--- src/rtl/fwd_pkg.sv ---
package fwd_pkg;
  localparam int unsigned NUM_STAGES = 3;  // EX, MEM, WB, nearest first
  localparam int unsigned NUM_SRCS   = 2;  // rs, rt

  typedef enum logic [1:0] {
    FWD_RF  = 2'd0,
    FWD_EX  = 2'd1,
    FWD_MEM = 2'd2,
    FWD_WB  = 2'd3
  } fwd_sel_e;
endpackage

--- src/rtl/fwd_match.sv ---
module fwd_match #(
  parameter int unsigned REG_AW = 5
) (
  input  logic [REG_AW-1:0] src_i,
  input  logic [REG_AW-1:0] dst_i,
  input  logic              we_i,
  output logic              hit_o
);
  logic src_nz;
  assign src_nz = |src_i;
  assign hit_o  = we_i & src_nz & (src_i == dst_i);

  always_comb begin
    if (hit_o) begin
      assert_hit_src_nonzero_R4: assert (src_i != '0);
      assert_hit_needs_we_R5:    assert (we_i);
    end
  end
endmodule

--- src/rtl/fwd_prio.sv ---
module fwd_prio
  import fwd_pkg::*;
(
  input  logic [NUM_STAGES-1:0] hit_i,  // bit0 EX, bit1 MEM, bit2 WB
  output fwd_sel_e              sel_o
);
  always_comb begin
    if (hit_i[0])      sel_o = FWD_EX;
    else if (hit_i[1]) sel_o = FWD_MEM;
    else if (hit_i[2]) sel_o = FWD_WB;
    else               sel_o = FWD_RF;
  end

  always_comb begin
    if (hit_i[0]) assert_ex_wins_R2: assert (sel_o == FWD_EX);
    if (!hit_i[0] && hit_i[1]) assert_mem_over_wb_R3: assert (sel_o == FWD_MEM);
    if (hit_i == '0) assert_idle_rf_R1: assert (sel_o == FWD_RF);
  end
endmodule

--- src/rtl/load_use_detect.sv ---
module load_use_detect
  import fwd_pkg::*;
(
  input  logic     ex_load_i,
  input  fwd_sel_e sel_a_i,
  input  fwd_sel_e sel_b_i,
  output logic     stall_o
);
  assign stall_o = ex_load_i & ((sel_a_i == FWD_EX) | (sel_b_i == FWD_EX));

  always_comb begin
    if (stall_o) assert_stall_needs_load_R7: assert (ex_load_i);
  end
endmodule

--- src/rtl/fwd_stall_unit.sv ---
module fwd_stall_unit
  import fwd_pkg::*;
#(
  parameter int unsigned REG_AW = 5
) (
  input  logic [REG_AW-1:0] rs_i,
  input  logic [REG_AW-1:0] rt_i,
  input  logic [REG_AW-1:0] ex_rd_i,
  input  logic [REG_AW-1:0] mem_rd_i,
  input  logic [REG_AW-1:0] wb_rd_i,
  input  logic              ex_we_i,
  input  logic              mem_we_i,
  input  logic              wb_we_i,
  input  logic              ex_load_i,
  output logic [1:0]        fwd_a_o,
  output logic [1:0]        fwd_b_o,
  output logic              stall_o,
  output logic              bubble_o
);
  logic [REG_AW-1:0] src     [NUM_SRCS];
  logic [REG_AW-1:0] dst     [NUM_STAGES];
  logic              we      [NUM_STAGES];
  logic [NUM_STAGES-1:0] hit [NUM_SRCS];
  fwd_sel_e          sel     [NUM_SRCS];
  logic              stall;

  assign src[0] = rs_i;
  assign src[1] = rt_i;
  assign dst[0] = ex_rd_i;
  assign dst[1] = mem_rd_i;
  assign dst[2] = wb_rd_i;
  assign we[0]  = ex_we_i;
  assign we[1]  = mem_we_i;
  assign we[2]  = wb_we_i;

  for (genvar s = 0; s < NUM_SRCS; s++) begin : g_src
    for (genvar k = 0; k < NUM_STAGES; k++) begin : g_stage
      fwd_match #(.REG_AW(REG_AW)) i_match (
        .src_i (src[s]),
        .dst_i (dst[k]),
        .we_i  (we[k]),
        .hit_o (hit[s][k])
      );
    end
    fwd_prio i_prio (
      .hit_i (hit[s]),
      .sel_o (sel[s])
    );
  end

  load_use_detect i_lud (
    .ex_load_i (ex_load_i),
    .sel_a_i   (sel[0]),
    .sel_b_i   (sel[1]),
    .stall_o   (stall)
  );

  assign fwd_a_o  = sel[0];
  assign fwd_b_o  = sel[1];
  assign stall_o  = stall;
  assign bubble_o = stall;

  always_comb begin
    if (stall_o) assert_stall_has_ex_fwd_R10: assert (fwd_a_o == 2'd1 || fwd_b_o == 2'd1);
    if (!ex_load_i) assert_no_stall_wo_load_R7: assert (!stall_o);
    if (fwd_a_o != 2'd0) assert_rs_nonzero_R6: assert (rs_i != '0);
    if (fwd_b_o != 2'd0) assert_rt_nonzero_R6: assert (rt_i != '0);
  end
endmodule

--- config.mk ---
export PLATFORM = sky130hd
export DESIGN_NAME = fwd_stall_unit
export DESIGN_NICKNAME = d
export VERILOG_FILES = /design/src/rtl/fwd_pkg.sv /design/src/rtl/fwd_match.sv /design/src/rtl/fwd_prio.sv /design/src/rtl/load_use_detect.sv /design/src/rtl/fwd_stall_unit.sv
export SDC_FILE = /design/constraint.sdc
export NUM_CORES = 1
export LEC_CHECK = 0
export ABC_AREA = 1
export ABC_CLOCK_PERIOD_IN_PS = 3500
export BUFFER_PORTS_ARGS = -buffer_cell sky130_fd_sc_hd__buf_2
export CORE_MARGIN = 2
export CORE_UTILIZATION = 50
export DETAILED_ROUTE_END_ITERATION = 12
export PLACE_DENSITY = 0.84
export SYNTH_ARGS = -nofsm -noshare
export SYNTH_HDL_FRONTEND = slang
export SYNTH_HIERARCHICAL = 1
export SYNTH_SLANG_ARGS = --single-unit
--- constraint.sdc ---
create_clock -name vclk -period 3.5
set_input_delay 0.7 -clock vclk [all_inputs]
set_output_delay 0.7 -clock vclk [all_outputs]
set_load 0.05 [all_outputs]
Yosys cells after proc, flatten, opt, wreduce, memory -nomap -nowiden
Index checks and enable logic that the tools add are counted.

Flip-flop bits (word level): 0. Bits of input ports: 29.

Equality and inequality tests: 8. Multiplexer cells: 6. Bitwise gates (word level): 14. Reduce and logical (&&, ||, !) cells: 2.

Operator list (count): equality test 5 bit (6); AND 1 bit (13); two-way mux 2 bit (6); OR reduction 5 bit (2); equality test 2 x 1 -> 1 bit (second input constant) (2); OR 1 bit (1).

Longest topological paths before layout
Gate-level depths: netlist (run 1).

Depth after elaboration: 9. Mapped depth: 12.

Modules after synthesis
Netlist (run 1), hierarchy kept.

Modules (own cells, without submodules): fwd_match (instances 6, cells each 29, area each 116.4 sq um, sequential area each 0.0 sq um); fwd_prio (instances 2, cells each 6, area each 22.5 sq um, sequential area each 0.0 sq um); load_use_detect (instances 1, cells each 6, area each 27.5 sq um, sequential area each 0.0 sq um); fwd_stall_unit (instances 1, cells each 1, area each 7.5 sq um, sequential area each 0.0 sq um).

Worst setup path after synthesis (run 1)
OpenSTA, ideal clock, no wires.

Kind: in2out. From: input port rs_i[0]. To: output port stall_o. Arrival time: 2466 ps. Setup slack: 334 ps. Stages: 11. Cell sequence: inv_1 -> nand2_1 -> nand2_1 -> nor2_1 -> nand3_1 -> nor2_1 -> nand2_1 -> nand2_1 -> nand2_1 -> a21oi_2 -> buf_4.

RTL lines: start: declaration (line fwd_stall_unit.sv:6) `input logic [REG_AW-1:0] rs_i,`; end: declaration (line fwd_stall_unit.sv:17) `output logic stall_o,`.

==> qor.csv, run 1 <==
stage,metric,value,unit
outcome,status,finished clean,
sta,final setup fails,0,
sta,worst slew pin tran,0.250,ns
logic_synthesis,"area leader, netlist",nand2_1,
sta,fmax,0.370,GHz
pwr,Peak VDD IR,0.0541,mV
floorplan,die width,43.5,um
global_routing,GRT Util Overall,22.5,%
final_layout,Seq Cell Count,0,
drt,Post-Route WL,1820,um
global_routing,initial antenna violation count,0,
worst_setup_path,CP max stage cell,buf_2,
logic_synthesis,YS warnings,6,
worst_setup_path,slowest cell delay on critical path,0.27,ns
worst_setup_path,Startpoint Class,input pin,
global_routing,grt met1 use,30.8,%
drt,Detailed Route Iter0 Violations,30,
min_path,Hold Crit Start,ex_load_i,
floorplan,area of the die,1890,um^2
floorplan,placement row count,14,
drt,DRT Pass-1 Iters,4,
global_routing,vias in the first global route,910,
sta,Final Hold Viols,0,
clock_tree,post-cts hold buffer count,0,
drt,drt wl/cell,7.51,um
sta,Setup TNS,0,ns
global_routing,first-pass GRT wire length,3440,um
final_layout,Nets,258,
floorplan,die height,43.5,um
worst_setup_path,CP Max Fanout,9,
logic_synthesis,Mapped Avg Cell Area,4.03,um^2
job,Max Cap Viol,0,
pwr,leak pwr,0.747,nW
final_layout,final-layout fill cell count,166,
drt,Via Count,1077,
logic_synthesis,post-synthesis instance area,778,um^2
floorplan,Core Box Area,1490,um^2
place,port bufs,35,
floorplan,initial core utilization,52.3,%
min_path,min-delay worst type,input pin to primary output,
drt,drt drc,0,
drt,"antenna viol nets, final",0,
final_layout,area of the multi-input gates,542,um^2
final_layout,non-filler instance count after layout,243,
sta,fin crit share,77.2,%
worst_setup_path,critical path class,input pin to primary output,
pwr,total power divided by cell area,108,nW/um^2
place,DP Wirelength,1580,um
sta,relative slew slack,83.4,%
sta,Final Max Tran Viols,0,
worst_setup_path,WP data arrival,2.00,ns
final_layout,Area Growth Syn to Fin,24.1,%
min_path,hold endpoint,stall_o,
worst_setup_path,WP data required,2.80,ns
final_layout,layout cells sized above 1,18.5,%
sta,crit path time final,2.70,ns
worst_setup_path,Worst setup EP type,primary output,
logic_synthesis,post-synthesis cell count,193,
final_layout,CLK BUF,0,
clock_tree,post-CTS setup buffers,0,
logic_synthesis,synth top area cells,"nand2_1 38%, inv_1 29%, nor2_1 11%, nand3_1 7.7%, nor2_2 4.8%",
logic_synthesis,sequential element share of the synthesized area,0,%
global_routing,largest net degree at the start of global routing,10,
global_routing,GRT busiest layer,met2,
floorplan,IO Pins,35,
global_routing,met3 Usage GRT,0,%
logic_synthesis,Synth Net Count,222,
global_routing,Overflow after GRT,0,
worst_setup_path,"most used cell, CP",nand2_1,
drt,vias per cell,4.43,
logic_synthesis,post-synthesis cell type count,9,
final_layout,register area,0,um^2
final_layout,ant diodes,0,
worst_setup_path,CP cell instances,buf_2 > inv_1 > nand2_1 > nand2_1 > nor2_1 > nand3_1 > nor2_1 > inv_1 > nand2_1 > nand2_1 > a21oi_2 > buf_2,
place,Final Wtd Congestion,0.895,
sta,RSZ-0062 raised after global routing,false,
logic_synthesis,post-synth top area share,37.6,%
clock_tree,Post-CTS Resized,0,
min_path,WHS Path Cells,4,
place,Placed Instances,243,
global_routing,met2 GRT Util,42.1,%
[cell usage in the layout (no fill, tap or decap), drive strengths merged]
cell type	n
nand2	78
inv	61
buf	35
nor2	28
nand3	12
a21oi	7
o21ai	6
[report_power, final]
group          total [mW]  internal (mW)  switching, mW  leakage (nW)
Combinational       0.105         0.0379         0.0667         0.747
Sequential              0              0              0             0
Clock                   0              0              0             0
Total               0.105         0.0379         0.0667         0.747
[synth_stat cells]
cell type	n
nor2_1	22
a21oi_1	6
nand2_1	78
inv_1	61
a21oi_2	1
nand3_1	12
buf_4	1
nor2_2	6
o21ai_1	6
[how the worst max path moves through the flow]
stage,cells past startpoint,endpoint,start
global placement,12,bubble_o,rt_i[0]
floorplan,11,stall_o,rs_i[0]
CTS,12,bubble_o,rt_i[1]
detailed placement,12,bubble_o,rt_i[1]
finish,12,bubble_o,rt_i[1]
global route,12,bubble_o,rt_i[1]
[area by class of cell]
| class | instances | share of cell area, % |
|---|---|---|
| Multi-Input combinational cell | 131 | 56.1 |
| Timing Repair Buffer | 35 | 18.1 |
| Inverter | 61 | 23.7 |
| Tap cell | 16 | 2.07 |
[per-stage QoR]
stage                     worst slack [ns]  total power, mW  cell area [um^2]  hold slack (ns)  util (%)
after global routing                 0.595            0.121               966             1.80      64.9
after detailed placement             0.796            0.105               966             1.78      64.9
final                                0.797            0.105               966             1.78      64.9
after CTS                            0.789            0.105               966             1.79      64.9
after global placement               0.804            0.104               966             1.78      64.9
after floorplan                      0.334           0.0657               778             1.55         -
[cells by family (layout without fill, tap and decap cells)]
logic type	count (synthesis)	in the layout	share of synthesized area, %
compound gates	13	13	8.84
simple gates	118	118	60.8
buf+inv	62	96	30.4
[routing by layer]
layer	vias up	wire, um
met1	437	901
met5	-	0
met2	28	822
li1	612	-
met3	0	100
met4	0	0
[worst max-delay path: cells and delay by family]
family          cells  cell delay, ns
compound gates      1            0.14
buf+inv             4            0.59
simple gates        7            0.59
Note: power is estimated with default switching activity, not from simulation.
==> run 2: changes to the inputs <==
ABC_CLOCK_PERIOD_IN_PS = 2630   (was 3500)
clock period = 2.63 ns   (was 3.5 ns; I/O delays follow)
==> qor.csv, run 2 (same netlist as run 1, synthesis figures left out) <==
stage,metric,value,unit
floorplan,Core Box Area,1490,um^2
place,port bufs,35,
sta,Final Max Tran Viols,0,
global_routing,GRT Util Overall,23.7,%
pwr,switching power,0.0915,mW
sta,Setup TNS,0,ns
drt,Via Count,1082,
worst_setup_path,WP data arrival,1.84,ns
worst_setup_path,crit path from,rt_i[0],
drt,"antenna viol nets, final",0,
sta,fin crit share,89.8,%
global_routing,Overflow after GRT,0,
sta,Final Hold Viols,0,
sta,crit path time final,2.36,ns
floorplan,initial core utilization,52.3,%
sta,fmax,0.423,GHz
global_routing,vias in the first global route,924,
pwr,total power divided by cell area,145,nW/um^2
clock_tree,post-CTS setup buffers,0,
drt,drt wl/cell,8.17,um
final_layout,Nets,258,
final_layout,CLK BUF,0,
floorplan,IO Pins,35,
floorplan,die width,43.5,um
final_layout,Seq Cell Count,0,
final_layout,"commonest non-fill, non-tap cell in the layout",nand2_1,
sta,relative slew slack,83.2,%
worst_setup_path,CP Max Fanout,6,
sta,WHS,1.46,ns
pwr,P_int,0.0513,mW
final_layout,Area Growth Syn to Fin,26.4,%
pwr,Peak VDD IR,0.0765,mV
job,Max Cap Viol,0,
final_layout,final-layout fill cell count,158,
pwr,Reg power frac,0,%
min_path,Hold Crit Start,ex_load_i,
drt,drt drc,0,
final_layout,"commonest cells after routing, fill and taps aside","76 x nand2_1, 61 x inv_1, 35 x buf_2, 20 x nor2_1, 12 x nand3_1",
pwr,logic gate share of total power,100.0,%
drt,Detailed Route Iter0 Violations,14,
clock_tree,Post-CTS Resized,0,
min_path,min-delay worst type,input pin to primary output,
floorplan,die height,43.5,um
worst_setup_path,critical path class,input pin to primary output,
pwr,Clk pwr share,0,%
global_routing,first-pass GRT wire length,3620,um
worst_setup_path,Worst setup EP type,primary output,
pwr,leak pwr,0.746,nW
floorplan,area of the die,1890,um^2
final_layout,layout cells sized above 1,20.3,%
global_routing,largest net degree at the start of global routing,10,
place,DP Wirelength,1710,um
final_layout,area of the multi-input gates,559,um^2
final_layout,register area,0,um^2
floorplan,placement row count,14,
outcome,status,finished clean,
sta,worst slew pin tran,0.254,ns
clock_tree,post-cts hold buffer count,0,
sta,final setup fails,0,
final_layout,ant diodes,0,
drt,Post-Route WL,1990,um
worst_setup_path,WP data required,2.10,ns
worst_setup_path,Startpoint Class,input pin,
drt,DRT Pass-1 Iters,4,
drt,vias per cell,4.45,
sta,RSZ-0062 raised after global routing,false,
pwr,Sw Ratio,64.1,%
place,Final Wtd Congestion,0.885,
global_routing,initial antenna violation count,0,
==> run 2: changes by cell type in the layout (fill, tap and decap cells not counted) <==
cell	before	now
nand2_2	0	2
nor2_2	6	8
nand2_1	78	76
a21oi_4	0	1
a21oi_2	1	0
nor2_1	22	20
==> run 2: area by class of cell <==
| cell class | instances | share of cell area, % |
|---|---|---|
| inverter | 61 | 23.3 |
| multi-input combinational | 131 | 56.9 |
| tap | 16 | 2.04 |
| timing repair buffer | 35 | 17.8 |
==> run 2: worst paths after layout <==
path | depth (start not counted) | to
hold / removal | 4 | bubble_o
setup / recovery | 12 | stall_o
==> run 2: per-stage QoR <==
stage               power [mW]  setup slack (ns)  area, um^2  std cells  utilization, %
floorplan               0.0896            0.0931         796        193               -
global placement         0.141             0.271         983        243            66.1
detailed placement       0.143             0.249         983        243            66.1
CTS                      0.143             0.250         983        243            66.1
global route             0.165            0.0654         983        243            66.1
finish                   0.143             0.268         983        243            66.1
==> run 2: critical path: stages <==
cell and delay [ns]:
buf_2 0.15, inv_1 0.07, nand2_1 0.05, nand2_1 0.04
nor2_1 0.10, nand3_1 0.08, nor2_1 0.16, inv_1 0.07
nand2_2 0.07, nand2_1 0.08, a21oi_4 0.15, buf_2 0.28
==> run 2: power groups by stage <==
stage / logic [mW] / clock network (mW) / registers [mW]
after global routing: 0.165 / 0 / 0
after detailed placement: 0.143 / 0 / 0
after global placement: 0.141 / 0 / 0
after floorplan: 0.0896 / 0 / 0
after CTS: 0.143 / 0 / 0
final: 0.143 / 0 / 0
==> run 2: layer usage <==
layer / track usage, % / vias to the layer above / part of all wire, %
li1: - / 614 / -
met5: 0 / - / 0
met4: 1.21 / 0 / 0
met1: 33.3 / 440 / 46
met2: 42.4 / 28 / 48
met3: 0.833 / 0 / 5.5
==> run 3: changes to the inputs <==
PLACE_DENSITY = 0.94   (was 0.84)
==> qor.csv, run 3 (same netlist as run 1, synthesis figures left out) <==
stage,metric,value,unit
worst_setup_path,WP data arrival,1.82,ns
sta,worst slew pin tran,0.253,ns
global_routing,first-pass GRT wire length,3440,um
global_routing,largest net degree at the start of global routing,10,
drt,Detailed Route Iter0 Violations,26,
sta,Final Max Tran Viols,0,
place,Final Wtd Congestion,0.910,
place,pre-CTS setup slack,0.278,ns
min_path,hold endpoint,bubble_o,
sta,Setup TNS,0,ns
pwr,Peak VDD IR,0.0743,mV
sta,final setup fails,0,
global_routing,initial antenna violation count,0,
floorplan,area of the die,1890,um^2
worst_setup_path,CP Max Fanout,6,
drt,drt wl/cell,8.57,um
floorplan,die width,43.5,um
pwr,total power divided by cell area,146,nW/um^2
final_layout,"commonest non-fill, non-tap cell in the layout",nand2_1,
final_layout,"Design Area, Final",983,um^2
sta,fmax,0.426,GHz
place,port bufs,35,
final_layout,register area,0,um^2
floorplan,placement row count,14,
job,Max Cap Viol,0,
final_layout,Seq Cell Count,0,
final_layout,non-filler instance count after layout,243,
floorplan,Core Box Area,1490,um^2
floorplan,IO Pins,35,
floorplan,die height,43.5,um
final_layout,"commonest cells after routing, fill and taps aside","76 x nand2_1, 61 x inv_1, 35 x buf_2, 20 x nor2_1, 12 x nand3_1",
min_path,WHS Path Cells,4,
clock_tree,post-cts hold buffer count,0,
sta,worst setup margin,0.283,ns
final_layout,ant diodes,0,
global_routing,Overflow after GRT,0,
drt,vias per cell,4.60,
min_path,Hold Crit Start,ex_load_i,
final_layout,CLK BUF,0,
sta,WHS,1.46,ns
final_layout,layout cells sized above 1,20.3,%
global_routing,vias in the first global route,883,
drt,drt drc,0,
clock_tree,Post-CTS Resized,0,
final_layout,Nets,258,
drt,Via Count,1119,
sta,relative slew slack,83.3,%
global_routing,GRT Util Overall,22.5,%
worst_setup_path,critical path class,input pin to primary output,
floorplan,initial core utilization,52.3,%
place,DP Wirelength,1760,um
sta,Final Hold Viols,0,
worst_setup_path,Worst setup EP type,primary output,
drt,"antenna viol nets, final",0,
sta,crit path time final,2.35,ns
place,Placed Instances,243,
place,placed cell areas,983,um^2
min_path,min-delay worst type,input pin to primary output,
clock_tree,post-CTS setup buffers,0,
drt,DRT Pass-1 Iters,6,
outcome,status,finished clean,
sta,RSZ-0062 raised after global routing,false,
drt,Post-Route WL,2080,um
worst_setup_path,WP data required,2.10,ns
final_layout,Area Growth Syn to Fin,26.4,%
sta,fin crit share,89.2,%
worst_setup_path,Startpoint Class,input pin,
pwr,leak pwr,0.746,nW
-- run 3: cell counts in the layout (fill, tap and decap cells not counted) --
Identical to the previous run, type by type.
-- run 3: area by class of cell --
class / instances / area, um^2
Timing Repair Buffer: 35 / 175
Multi-Input combinational cell: 131 / 559
Inverter: 61 / 229
Fill cell: 158 / 505
Tap cell: 16 / 20.0
-- run 3: report_power, final --
group	total (mW)	leakage, nW	switching, mW	internal, mW
sequential	0	0	0	0
combinational	0.144	0.746	0.0928	0.0512
clock	0	0	0	0
-- run 3: critical path, cell delays in order --
cell	delay [ns]
buf_2	0.15
inv_1	0.07
nand2_1	0.06
nand2_1	0.04
nor2_1	0.10
nand3_1	0.09
nor2_1	0.16
inv_1	0.07
nand2_2	0.07
nand2_1	0.08
a21oi_4	0.14
buf_2	0.27
-- run 3: metal layers --
layer | track usage [%] | routed length, um
met1 | 30.3 | 962
met2 | 41.5 | 979
met5 | 0 | 0
met3 | 0 | 139
met4 | 2.42 | 0
-- run 3: metrics by stage --
stage	power, mW	util (%)
final	0.144	66.1
after global routing	0.163	66.1
after CTS	0.144	66.1
after detailed placement	0.143	66.1
after global placement	0.140	66.1
after floorplan	0.0896	-
-- run 3: how the worst max path moves through the flow --
stage | startpoint | end | slack (ns) | cells after the start
floorplan | rt_i[0] | stall_o | 0.09 | 11
global placement | rt_i[0] | stall_o | 0.29 | 12
detailed placement | rt_i[1] | stall_o | 0.28 | 12
CTS | rt_i[1] | stall_o | 0.28 | 12
global route | rt_i[1] | stall_o | 0.13 | 12
finish | rt_i[0] | stall_o | 0.28 | 12
